**config.mk**
```make
export PLATFORM = sky130hd
export DESIGN_NAME = dac_write_seq
export DESIGN_NICKNAME = d
export VERILOG_FILES = /design/src/rtl/dws_pkg.sv /design/src/rtl/dws_timer.sv /design/src/rtl/dws_shifter.sv /design/src/rtl/dac_write_seq.sv
export SDC_FILE = /design/constraint.sdc
export NUM_CORES = 1
export LEC_CHECK = 0
export ABC_AREA = 0
export BUFFER_PORTS_ARGS = -buffer_cell sky130_fd_sc_hd__buf_2
export CAP_MARGIN = 30
export CORE_MARGIN = 1.5
export CORE_UTILIZATION = 62
export CTS_BUF_LIST = sky130_fd_sc_hd__clkbuf_2 sky130_fd_sc_hd__clkbuf_4 sky130_fd_sc_hd__clkbuf_8
export CTS_CLUSTER_DIAMETER = 80
export DETAILED_ROUTE_END_ITERATION = 10
export PLACE_DENSITY = 0.86
export SLEW_MARGIN = 20
export SYNTH_ARGS = -nofsm -noshare
export SYNTH_HDL_FRONTEND = slang
export SYNTH_HIERARCHICAL = 1
export SYNTH_SLANG_ARGS = --single-unit
```
**constraint.sdc**
```tcl
create_clock -name clk -period 3.4 [get_ports clk]
set_clock_uncertainty 0.15 [all_clocks]
set_input_delay 0.34 -clock clk [delete_from_list [all_inputs] [get_ports clk]]
set_output_delay 0.34 -clock clk [all_outputs]
set_load 0.01 [all_outputs]
```
**src/rtl/dws_pkg.sv**
```systemverilog
`timescale 1ns/1ps
package dws_pkg;
    localparam int WORD_W = 16;
    localparam int CODE_W = 12;
    localparam int CHAN_W = 2;

    typedef enum logic [2:0] {
        ST_IDLE, ST_LOW, ST_HIGH, ST_TAIL, ST_LOAD, ST_RSEL, ST_RLOW
    } dws_state_e;

    typedef struct packed {
        logic cs_n;
        logic sclk;
        logic load_n;
        logic rst_n;
    } dws_pins_t;

    function automatic int max2(int a, int b);
        return (a > b) ? a : b;
    endfunction

    function automatic logic [WORD_W-1:0] build_word(logic [CHAN_W-1:0] ch,
                                                     logic [CODE_W-1:0] code);
        return {ch, 2'b00, code};
    endfunction

    function automatic dws_pins_t pins_of(dws_state_e s);
        dws_pins_t p;
        p = '{cs_n: 1'b1, sclk: 1'b1, load_n: 1'b1, rst_n: 1'b1};
        case (s)
            ST_LOW:  begin p.cs_n = 1'b0; p.sclk = 1'b0; end
            ST_HIGH: p.cs_n = 1'b0;
            ST_TAIL: p.cs_n = 1'b0;
            ST_LOAD: p.load_n = 1'b0;
            ST_RLOW: p.rst_n = 1'b0;
            default: ;
        endcase
        return p;
    endfunction
endpackage

```
**src/rtl/dws_timer.sv**
```systemverilog
`timescale 1ns/1ps
module dws_timer #(
    parameter int W = 4
) (
    input  logic         clk,
    input  logic         rst,
    input  logic         load_i,
    input  logic [W-1:0] value_i,
    output logic         expired_o
);
    logic [W-1:0] cnt_q;

    always_ff @(posedge clk) begin
        if (rst)                 cnt_q <= '0;
        else if (load_i)         cnt_q <= value_i - 1'b1;
        else if (cnt_q != '0)    cnt_q <= cnt_q - 1'b1;
    end

    assign expired_o = (cnt_q == '0);
endmodule

```
**src/rtl/dws_shifter.sv**
```systemverilog
`timescale 1ns/1ps
module dws_shifter #(
    parameter int WORD_W = 16
) (
    input  logic              clk,
    input  logic              rst,
    input  logic              load_i,
    input  logic [WORD_W-1:0] word_i,
    input  logic              shift_i,
    output logic              bit_o,
    output logic              last_o
);
    localparam int CW = $clog2(WORD_W);

    logic [WORD_W-1:0] sh_q;
    logic [CW-1:0]     idx_q;

    always_ff @(posedge clk) begin
        if (rst) begin
            sh_q  <= '0;
            idx_q <= '0;
        end else if (load_i) begin
            sh_q  <= word_i;
            idx_q <= '0;
        end else if (shift_i) begin
            sh_q  <= {sh_q[WORD_W-2:0], 1'b0};
            idx_q <= idx_q + 1'b1;
        end
    end

    assign bit_o  = sh_q[WORD_W-1];
    assign last_o = (idx_q == CW'(WORD_W-1));
endmodule

```
**src/rtl/dac_write_seq.sv**
```systemverilog
`timescale 1ns/1ps
module dac_write_seq
    import dws_pkg::*;
#(
    parameter int T_SETUP = 4,
    parameter int T_HOLD  = 3,
    parameter int T_CLKH  = 4,
    parameter int T_CLKL  = 7,
    parameter int T_CSS   = 7,
    parameter int T_CSH   = 2,
    parameter int T_LD1   = 5,
    parameter int T_LD2   = 2,
    parameter int T_LDW   = 6,
    parameter int T_RSS   = 4,
    parameter int T_RSTW  = 9
) (
    input  logic              clk,
    input  logic              rst,
    input  logic              start_i,
    input  logic [CHAN_W-1:0] chan_i,
    input  logic [CODE_W-1:0] code_i,
    input  logic              rst_req_i,
    input  logic              rst_mid_i,
    output logic              busy_o,
    output logic              done_o,
    output logic              cs_n_o,
    output logic              sclk_o,
    output logic              sdi_o,
    output logic              load_n_o,
    output logic              dac_rst_n_o,
    output logic              rst_sel_o
);
    localparam int LOW_N   = max2(T_CLKL, T_SETUP);
    localparam int FIRST_N = max2(LOW_N, max2(T_CSS, T_LD1));
    localparam int HIGH_N  = max2(T_CLKH, T_HOLD);
    localparam int TAIL_N  = max2(HIGH_N, max2(T_CSH, T_LD2));
    localparam int T_MAX   = max2(max2(FIRST_N, TAIL_N),
                                  max2(max2(T_LDW, T_RSS), T_RSTW));
    localparam int TW      = $clog2(T_MAX + 1);

    dws_state_e  state_q, state_d;
    dws_pins_t   pins_q;
    logic        done_q, done_d;
    logic        rsel_q;
    logic        t_load, t_exp;
    logic [TW-1:0] t_val;
    logic        sh_load, sh_shift, sh_bit, sh_last;

    dws_timer #(.W(TW)) u_timer (
        .clk(clk), .rst(rst), .load_i(t_load), .value_i(t_val), .expired_o(t_exp)
    );

    dws_shifter #(.WORD_W(WORD_W)) u_shift (
        .clk(clk), .rst(rst), .load_i(sh_load), .word_i(build_word(chan_i, code_i)),
        .shift_i(sh_shift), .bit_o(sh_bit), .last_o(sh_last)
    );

    always_comb begin
        state_d  = state_q;
        t_load   = 1'b0;
        t_val    = '0;
        sh_load  = 1'b0;
        sh_shift = 1'b0;
        done_d   = 1'b0;
        case (state_q)
            ST_IDLE: begin
                if (rst_req_i) begin
                    state_d = ST_RSEL; t_load = 1'b1; t_val = TW'(T_RSS);
                end else if (start_i) begin
                    state_d = ST_LOW; t_load = 1'b1; t_val = TW'(FIRST_N);
                    sh_load = 1'b1;
                end
            end
            ST_LOW: if (t_exp) begin
                t_load = 1'b1;
                if (sh_last) begin state_d = ST_TAIL; t_val = TW'(TAIL_N); end
                else         begin state_d = ST_HIGH; t_val = TW'(HIGH_N); end
            end
            ST_HIGH: if (t_exp) begin
                state_d = ST_LOW; t_load = 1'b1; t_val = TW'(LOW_N); sh_shift = 1'b1;
            end
            ST_TAIL: if (t_exp) begin
                state_d = ST_LOAD; t_load = 1'b1; t_val = TW'(T_LDW);
            end
            ST_LOAD: if (t_exp) begin state_d = ST_IDLE; done_d = 1'b1; end
            ST_RSEL: if (t_exp) begin
                state_d = ST_RLOW; t_load = 1'b1; t_val = TW'(T_RSTW);
            end
            ST_RLOW: if (t_exp) begin state_d = ST_IDLE; done_d = 1'b1; end
            default: state_d = ST_IDLE;
        endcase
    end

    always_ff @(posedge clk) begin
        if (rst) begin
            state_q <= ST_IDLE;
            pins_q  <= pins_of(ST_IDLE);
            done_q  <= 1'b0;
            rsel_q  <= 1'b0;
        end else begin
            state_q <= state_d;
            pins_q  <= pins_of(state_d);
            done_q  <= done_d;
            if (state_q == ST_IDLE && rst_req_i) rsel_q <= rst_mid_i;
        end
    end

    assign busy_o      = (state_q != ST_IDLE);
    assign done_o      = done_q;
    assign cs_n_o      = pins_q.cs_n;
    assign sclk_o      = pins_q.sclk;
    assign sdi_o       = sh_bit;
    assign load_n_o    = pins_q.load_n;
    assign dac_rst_n_o = pins_q.rst_n;
    assign rst_sel_o   = rsel_q;

    AST_SDI_STEADY_HIGH: assert property (@(posedge clk) disable iff (rst)
        (sclk_o && $past(sclk_o) && !cs_n_o) |-> $stable(sdi_o));
    AST_CS_RISE_CLK_HIGH: assert property (@(posedge clk) disable iff (rst)
        $rose(cs_n_o) |-> sclk_o);
    AST_CLK_LOW_IN_FRAME: assert property (@(posedge clk) disable iff (rst)
        !sclk_o |-> !cs_n_o);
    AST_NO_EDGE_IN_LOAD: assert property (@(posedge clk) disable iff (rst)
        $rose(sclk_o) |-> load_n_o);
    AST_LOAD_CS_HIGH: assert property (@(posedge clk) disable iff (rst)
        !load_n_o |-> cs_n_o);
    AST_IDLE_LEVELS: assert property (@(posedge clk) disable iff (rst)
        !busy_o |-> (cs_n_o && sclk_o && load_n_o && dac_rst_n_o));
    AST_DONE_ENDS_BUSY: assert property (@(posedge clk) disable iff (rst)
        done_o |-> (!busy_o && $past(busy_o)));
    AST_RSEL_HELD: assert property (@(posedge clk) disable iff (rst)
        !dac_rst_n_o |-> ($stable(rst_sel_o) && cs_n_o && load_n_o));
endmodule

```
**After elaboration in Yosys (flattened, before gate mapping)**

Index checks and enable logic that the tools add are counted.

- Register bits: 33
- Input bits: 19
- Output and inout port bits: 8
- Word-level logic and storage cells: 70

- $add $sub $neg: 3
- Equality and inequality tests: 12
- Mux-type cells: 31
- Bitwise logic cells: 1
- Reductions and logical operators: 12

Operator list:

| cell | number |
|---|---|
| $mux 3 | 12 |
| $mux 16 | 2 |
| $pmux 4 s5 | 1 |
| $pmux 3 s6 | 1 |
| $eq 3x3->1 const B | 5 |
| $eq 3x2->1 const B | 4 |
| $mux 4 | 3 |
| $mux 1 | 11 |
| $sub 4x1->4 const B | 2 |
| $eq 3x1->1 const B | 2 |
| $reduce_or 2->1 | 3 |
| $add 4x1->4 const B | 1 |
| $eq 4x4->1 const B | 1 |
| $logic_not 4->1 | 1 |
| $reduce_bool 2->1 | 2 |
| $reduce_bool 4->1 | 1 |
| $reduce_or 4->1 | 1 |
| $logic_not 3->1 | 1 |
| $reduce_bool 3->1 | 1 |
| $reduce_or 3->1 | 1 |
| $pmux 1 s2 | 1 |
| $logic_and 1x1->1 | 1 |
| $not 1->1 | 1 |

**Logic depth before layout (Yosys ltp)**

- Depth in word-level cells: 7
- Mapped depth: 9
- Gate-level depth less buffers: 8

**Cells and area by module**

Netlist, hierarchy kept.

By module, submodules not included:

| module | times used | cells an instance | area each (sq um) | seq. area each (sq um) |
|---|---|---|---|---|
| dws_shifter | 1 | 90 | 942.2 | 400.4 |
| dac_write_seq | 1 | 70 | 545.5 | 180.2 |
| dws_timer | 1 | 22 | 222.7 | 80.1 |

**Worst setup path after synthesis**

No wires, ideal clock.

- Path kind: register to register
- From: reg u_timer.cnt_q[1]
- To: reg u_timer.cnt_q[2]
- Library setup time: 0.114 ns
- Data arrival time: 1.887 ns
- Required time: 3.136 ns
- Slack: 1.249 ns
- Cell stages (with the launch flop): 10
- Buffers on the path: 1
- Clock period less this slack: 2.151 ns
- Cell sequence: dfxtp_1 -> nor4_4 -> buf_2 -> nand3b_1 -> nor2_1 -> or3_1 -> mux2i_1 -> ha_1 -> xor2_1 -> nor2_1

- Cells in the longest elaborated chain, start to end: 5
- Elaborated cells on any way between the ends: 14
- Classes of those cells: 2 x add/sub; 9 x mux; 3 x reduce/logical

RTL lines:

| what | RTL line | text |
|---|---|---|
| start: declaration | dws_timer.sv:11 | `logic [W-1:0] cnt_q;` |
| start signal: assignment | dws_timer.sv:15 | `else if (load_i) cnt_q <= value_i - 1'b1;` |
| start signal: assignment | dws_timer.sv:16 | `else if (cnt_q != '0) cnt_q <= cnt_q - 1'b1;` |
| $logic_not 4->1 * | dws_timer.sv:19 | `assign expired_o = (cnt_q == '0);` |
| via t_exp | dac_write_seq.sv:45 | `logic t_load, t_exp;` |
| $mux 4 or $mux 3 (tied branches) | dac_write_seq.sv:86, dac_write_seq.sv:79 |  |
| $pmux 4 s5 * | dac_write_seq.sv:65 | `case (state_q)` |
| via t_val[0] | dac_write_seq.sv:46 | `logic [TW-1:0] t_val;` |
| $sub 4x1->4 * | dws_timer.sv:15 |  |
| $mux 4 * | dws_timer.sv:15 |  |

The timed path passes the listed nets; every way through them passes the cells marked *. The select of a mux whose other input is x is not followed.
A chain may end at the register's enable or synchronous reset.

**Final worst setup path**

- From: reg u_timer.cnt_q[1]
- To: reg u_timer.cnt_q[2]

- Elaborated cells on any way between the ends: 14
- Classes of those cells: 2 x add/sub; 9 x mux; 3 x reduce/logical

RTL lines:

| what | RTL line |
|---|---|
| $logic_not 4->1 * | dws_timer.sv:19 |
| via t_exp | dac_write_seq.sv:45 |
| $mux 1 * | n/a |
| $pmux 1 s2 * | dac_write_seq.sv:65 |
| via t_load | dac_write_seq.sv:45 |
| $mux 4 or $reduce_bool 2->1 (tied branches) | n/a |

Marked as above.

==> reports/qor.yml <==
outcome: "finished clean"
cpPeakStageDelay_ns: 0.64
placementRows: 18
area.growth.synth_to_final_pct: 9.29
wl_per_cell_um: 14.2
die_height_um: 55.5
wirelength_um: 3360
core_region_area_um2: 2540
io_buffers: 26
rsz0062_at_grt: "no"
launching_element_type_of_the_critical_path: "flip-flop"
layout.cells.non_filler: 237
maxCapViolations: 0
synth-edff-count: 0
yosysTopAreaCell: "sky130_fd_sc_hd__dfxtp_1"
slew-limit-headroom_pct: 48.0
synth.distinct_cells: 46
path_delay_family: "compound AO/OA/AOI/OAI gates"
yosys_most_used_dff: "sky130_fd_sc_hd__dfxtp_1"
power_density_nw_per_um2: 789
worstPathRequired_ns: 3.49
report.final.slew_viol_count: 0
report.power.total_mw: 1.47
overflow: 0
initialDrtViolationCount: 35
die_w_um: 55.5
final.min_clock_period_ns: 2.60
layout.cells.most_common: "sky130_fd_sc_hd__dfxtp_1"
gp_congestion: 0.839
nNetsFinal: 227
drt_pass1_iterations: 4
crit_arrival_ns: 2.69
cts.reportedPaths.clkPinSlew_ns: 0.10
post-route-drc-count: 0
grt_max_degree: 32
post_cts.repair.setup_buffers: 0
fillers: 196
path_buf_inv: 1
criticalPathCategory: "flip-flop to flip-flop"
setup_violations: 0
synthCells: 182
post-route-util_pct: 73.5
most-common-layout-cells: "33 x sky130_fd_sc_hd__dfxtp_1, 26 x sky130_fd_sc_hd__buf_2, 19 x sky130_fd_sc_hd__mux2i_1, 17 x sky130_fd_sc_hd__nor2b_1, 16 x sky130_fd_sc_hd__a211oi_1"
via_count_of_the_first_global_routing_pass: 1293
dieArea_um2: 3080
antenna_left: 0
crit_path_cell_trace: "nor4_4 > buf_4 > a21oi_1 > o21ai_0 > mux2i_1 > ha_1 > xor2_1 > nor2_1"
h_tree_depth_reported_by_cts: 2
num_io_pins: 27
initial_utilization_pct: 67.2
worst_path_max_delay_cell: "sky130_fd_sc_hd__o21ai_0"
antenna-diode-count: 0
layout_worst_path_cycle_share_pct: 76.5
clkSinkCount: 33
worst_ir_drop_vdd_mv: 0.689
tritoncts: "done"
tns_ns: 0
worstSkewPairLatency_ns: 0.34
cts_hold_repair.buffers: 0
yosys_warnings: 6
cts_root_buffer: "sky130_fd_sc_hd__clkbuf_4"
post_drt_via_cell_ratio: 5.76
routed-via-count: 1365
timing.hold.worst.class: "primary input to flip-flop"
cellLeakagePower_nw: 0.734
tritoncts.num_buffers: 5
number_of_antenna_violations_at_the_first_check_in_global_routing: 0
grt_pass1_wl_um: 5760
post-dp-hpwl_um: 2430
fin_hold_ws_ns: 0.0910
asyncSetResetFlopFracSynth_pct: 0
netlist_area_um2: 1710
synth_sequential_area_ratio_pct: 38.6
netlist.area_leader.share_pct: 38.6
critical_path.max_fanout: 15
fmaxAchievable_mhz: 385
finalHoldViolations: 0
end_kind: "flip-flop"
top_area_cells_in_the_synthesized_netlist: "sky130_fd_sc_hd__dfxtp_1 39%, sky130_fd_sc_hd__mux2i_1 11%, sky130_fd_sc_hd__a211oi_1 7.0%"
dp_cells: 229
cts-resized-gates: 0
tightestPinTransition_ns: 0.772
grt_use_total_pct: 23.9
ys_seq_elements: 33
synthesis.area_per_instance_um2: 9.40
layout_cells_sized_above_1_pct: 21.3
cts_buffer_depth: 2
==> metrics by stage <==
step           instance area, um^2  worst slack [ns]
6_report                      1870             0.800
5_1_grt                       1870             0.665
4_1_cts                       1870             0.808
3_5_place_dp                  1810             0.824
3_3_place_gp                  1810              1.05
2_1_floorplan                 1710              1.25
==> flip-flops by register name, indices dropped and copies added, names as in the netlist <==
name	flops
sclk_o	1
done_o	1
load_n_o	1
state_q	3
u_shift/idx_q	4
u_shift/sh_q	16
rst_sel_o	1
cs_n_o	1
u_timer/cnt_q	4
dac_rst_n_o	1
==> layout make-up <==
| type | instances | area (um^2) | share of cell area, % |
|---|---|---|---|
| sequential | 33 | 661 | 35.3 |
| inverter | 3 | 11.3 | 0.602 |
| clock inverter | 2 | 10.0 | 0.535 |
| multi-input combinational | 134 | 952 | 50.9 |
| tap | 30 | 37.5 | 2.01 |
| timing repair buffer | 29 | 153 | 8.17 |
| clock buffer | 6 | 45.0 | 2.41 |
==> synth_stat cells (2+ instances only) <==
master	n
sky130_fd_sc_hd__inv_1	3
sky130_fd_sc_hd__nor2_1	12
sky130_fd_sc_hd__nor2b_1	17
sky130_fd_sc_hd__nand3b_1	6
sky130_fd_sc_hd__o211ai_1	2
sky130_fd_sc_hd__o21ai_0	3
sky130_fd_sc_hd__xor2_1	2
sky130_fd_sc_hd__buf_2	7
sky130_fd_sc_hd__mux2i_1	19
sky130_fd_sc_hd__and2_1	2
sky130_fd_sc_hd__a21oi_1	10
sky130_fd_sc_hd__nor3_1	5
sky130_fd_sc_hd__and2b_1	2
sky130_fd_sc_hd__a211oi_1	16
sky130_fd_sc_hd__nand3_1	2
sky130_fd_sc_hd__nand2_1	6
sky130_fd_sc_hd__buf_6	4
sky130_fd_sc_hd__nand2b_1	2
sky130_fd_sc_hd__or3_1	2
sky130_fd_sc_hd__ha_1	2
sky130_fd_sc_hd__dfxtp_1	33
==> routing by layer <==
metal | wire length, um | global-route usage (%) | vias up | part of all wire [%]
met5 | 0 | 0 | - | 0
met4 | 62 | 9.76 | 0 | 1.8
met3 | 145 | 8.20 | 8 | 4.3
met2 | 1670 | 39.3 | 26 | 50
met1 | 1490 | 28.3 | 632 | 44
li1 | - | - | 699 | -
==> worst reg2reg max path: cells and delay by family (launching register included) <==
family | cells | cell delay (ns)
simple gates | 2 | 0.32
compound gates | 2 | 0.72
flops | 1 | 0.36
xor+xnor | 1 | 0.17
mux | 1 | 0.34
buf+inv | 1 | 0.23
fa+ha+maj | 1 | 0.22
==> report_power, final <==
part / total (mW) / switching [mW] / leakage, nW / internal, mW
clock: 0.219 / 0.132 / 0.0354 / 0.0866
combinational: 0.651 / 0.353 / 0.428 / 0.298
sequential: 0.604 / 0.117 / 0.270 / 0.488
==> final timing paths <==
check / startpoint / to / slack, ns / cells after the start
setup / recovery: u_timer/cnt_q[1]$_SDFFE_PP0P_ / u_timer/cnt_q[2]$_SDFFE_PP0P_ / 0.80 / 8
hold / removal: code_i[0] / u_shift/sh_q[0]$_SDFFE_PP0P_ / 0.09 / 3
setup reg to reg: u_timer/cnt_q[1]$_SDFFE_PP0P_ / u_timer/cnt_q[2]$_SDFFE_PP0P_ / 0.80 / 8
hold reg to reg: rst_sel_o$_SDFFE_PP0P_ / rst_sel_o$_SDFFE_PP0P_ / 0.31 / 2
==> cells by family after synthesis <==
family	share of synthesized area (%)
buffers and inverters	6.07
AND/OR/NAND/NOR	24.1
other	0.219
multiplexers	11.8
adder cells (fa/ha/maj)	1.46
AO/OA/AOI/OAI	16.2
flip-flops	38.6
XOR/XNOR	1.54
No activity file was read; power rests on OpenSTA's default activity.
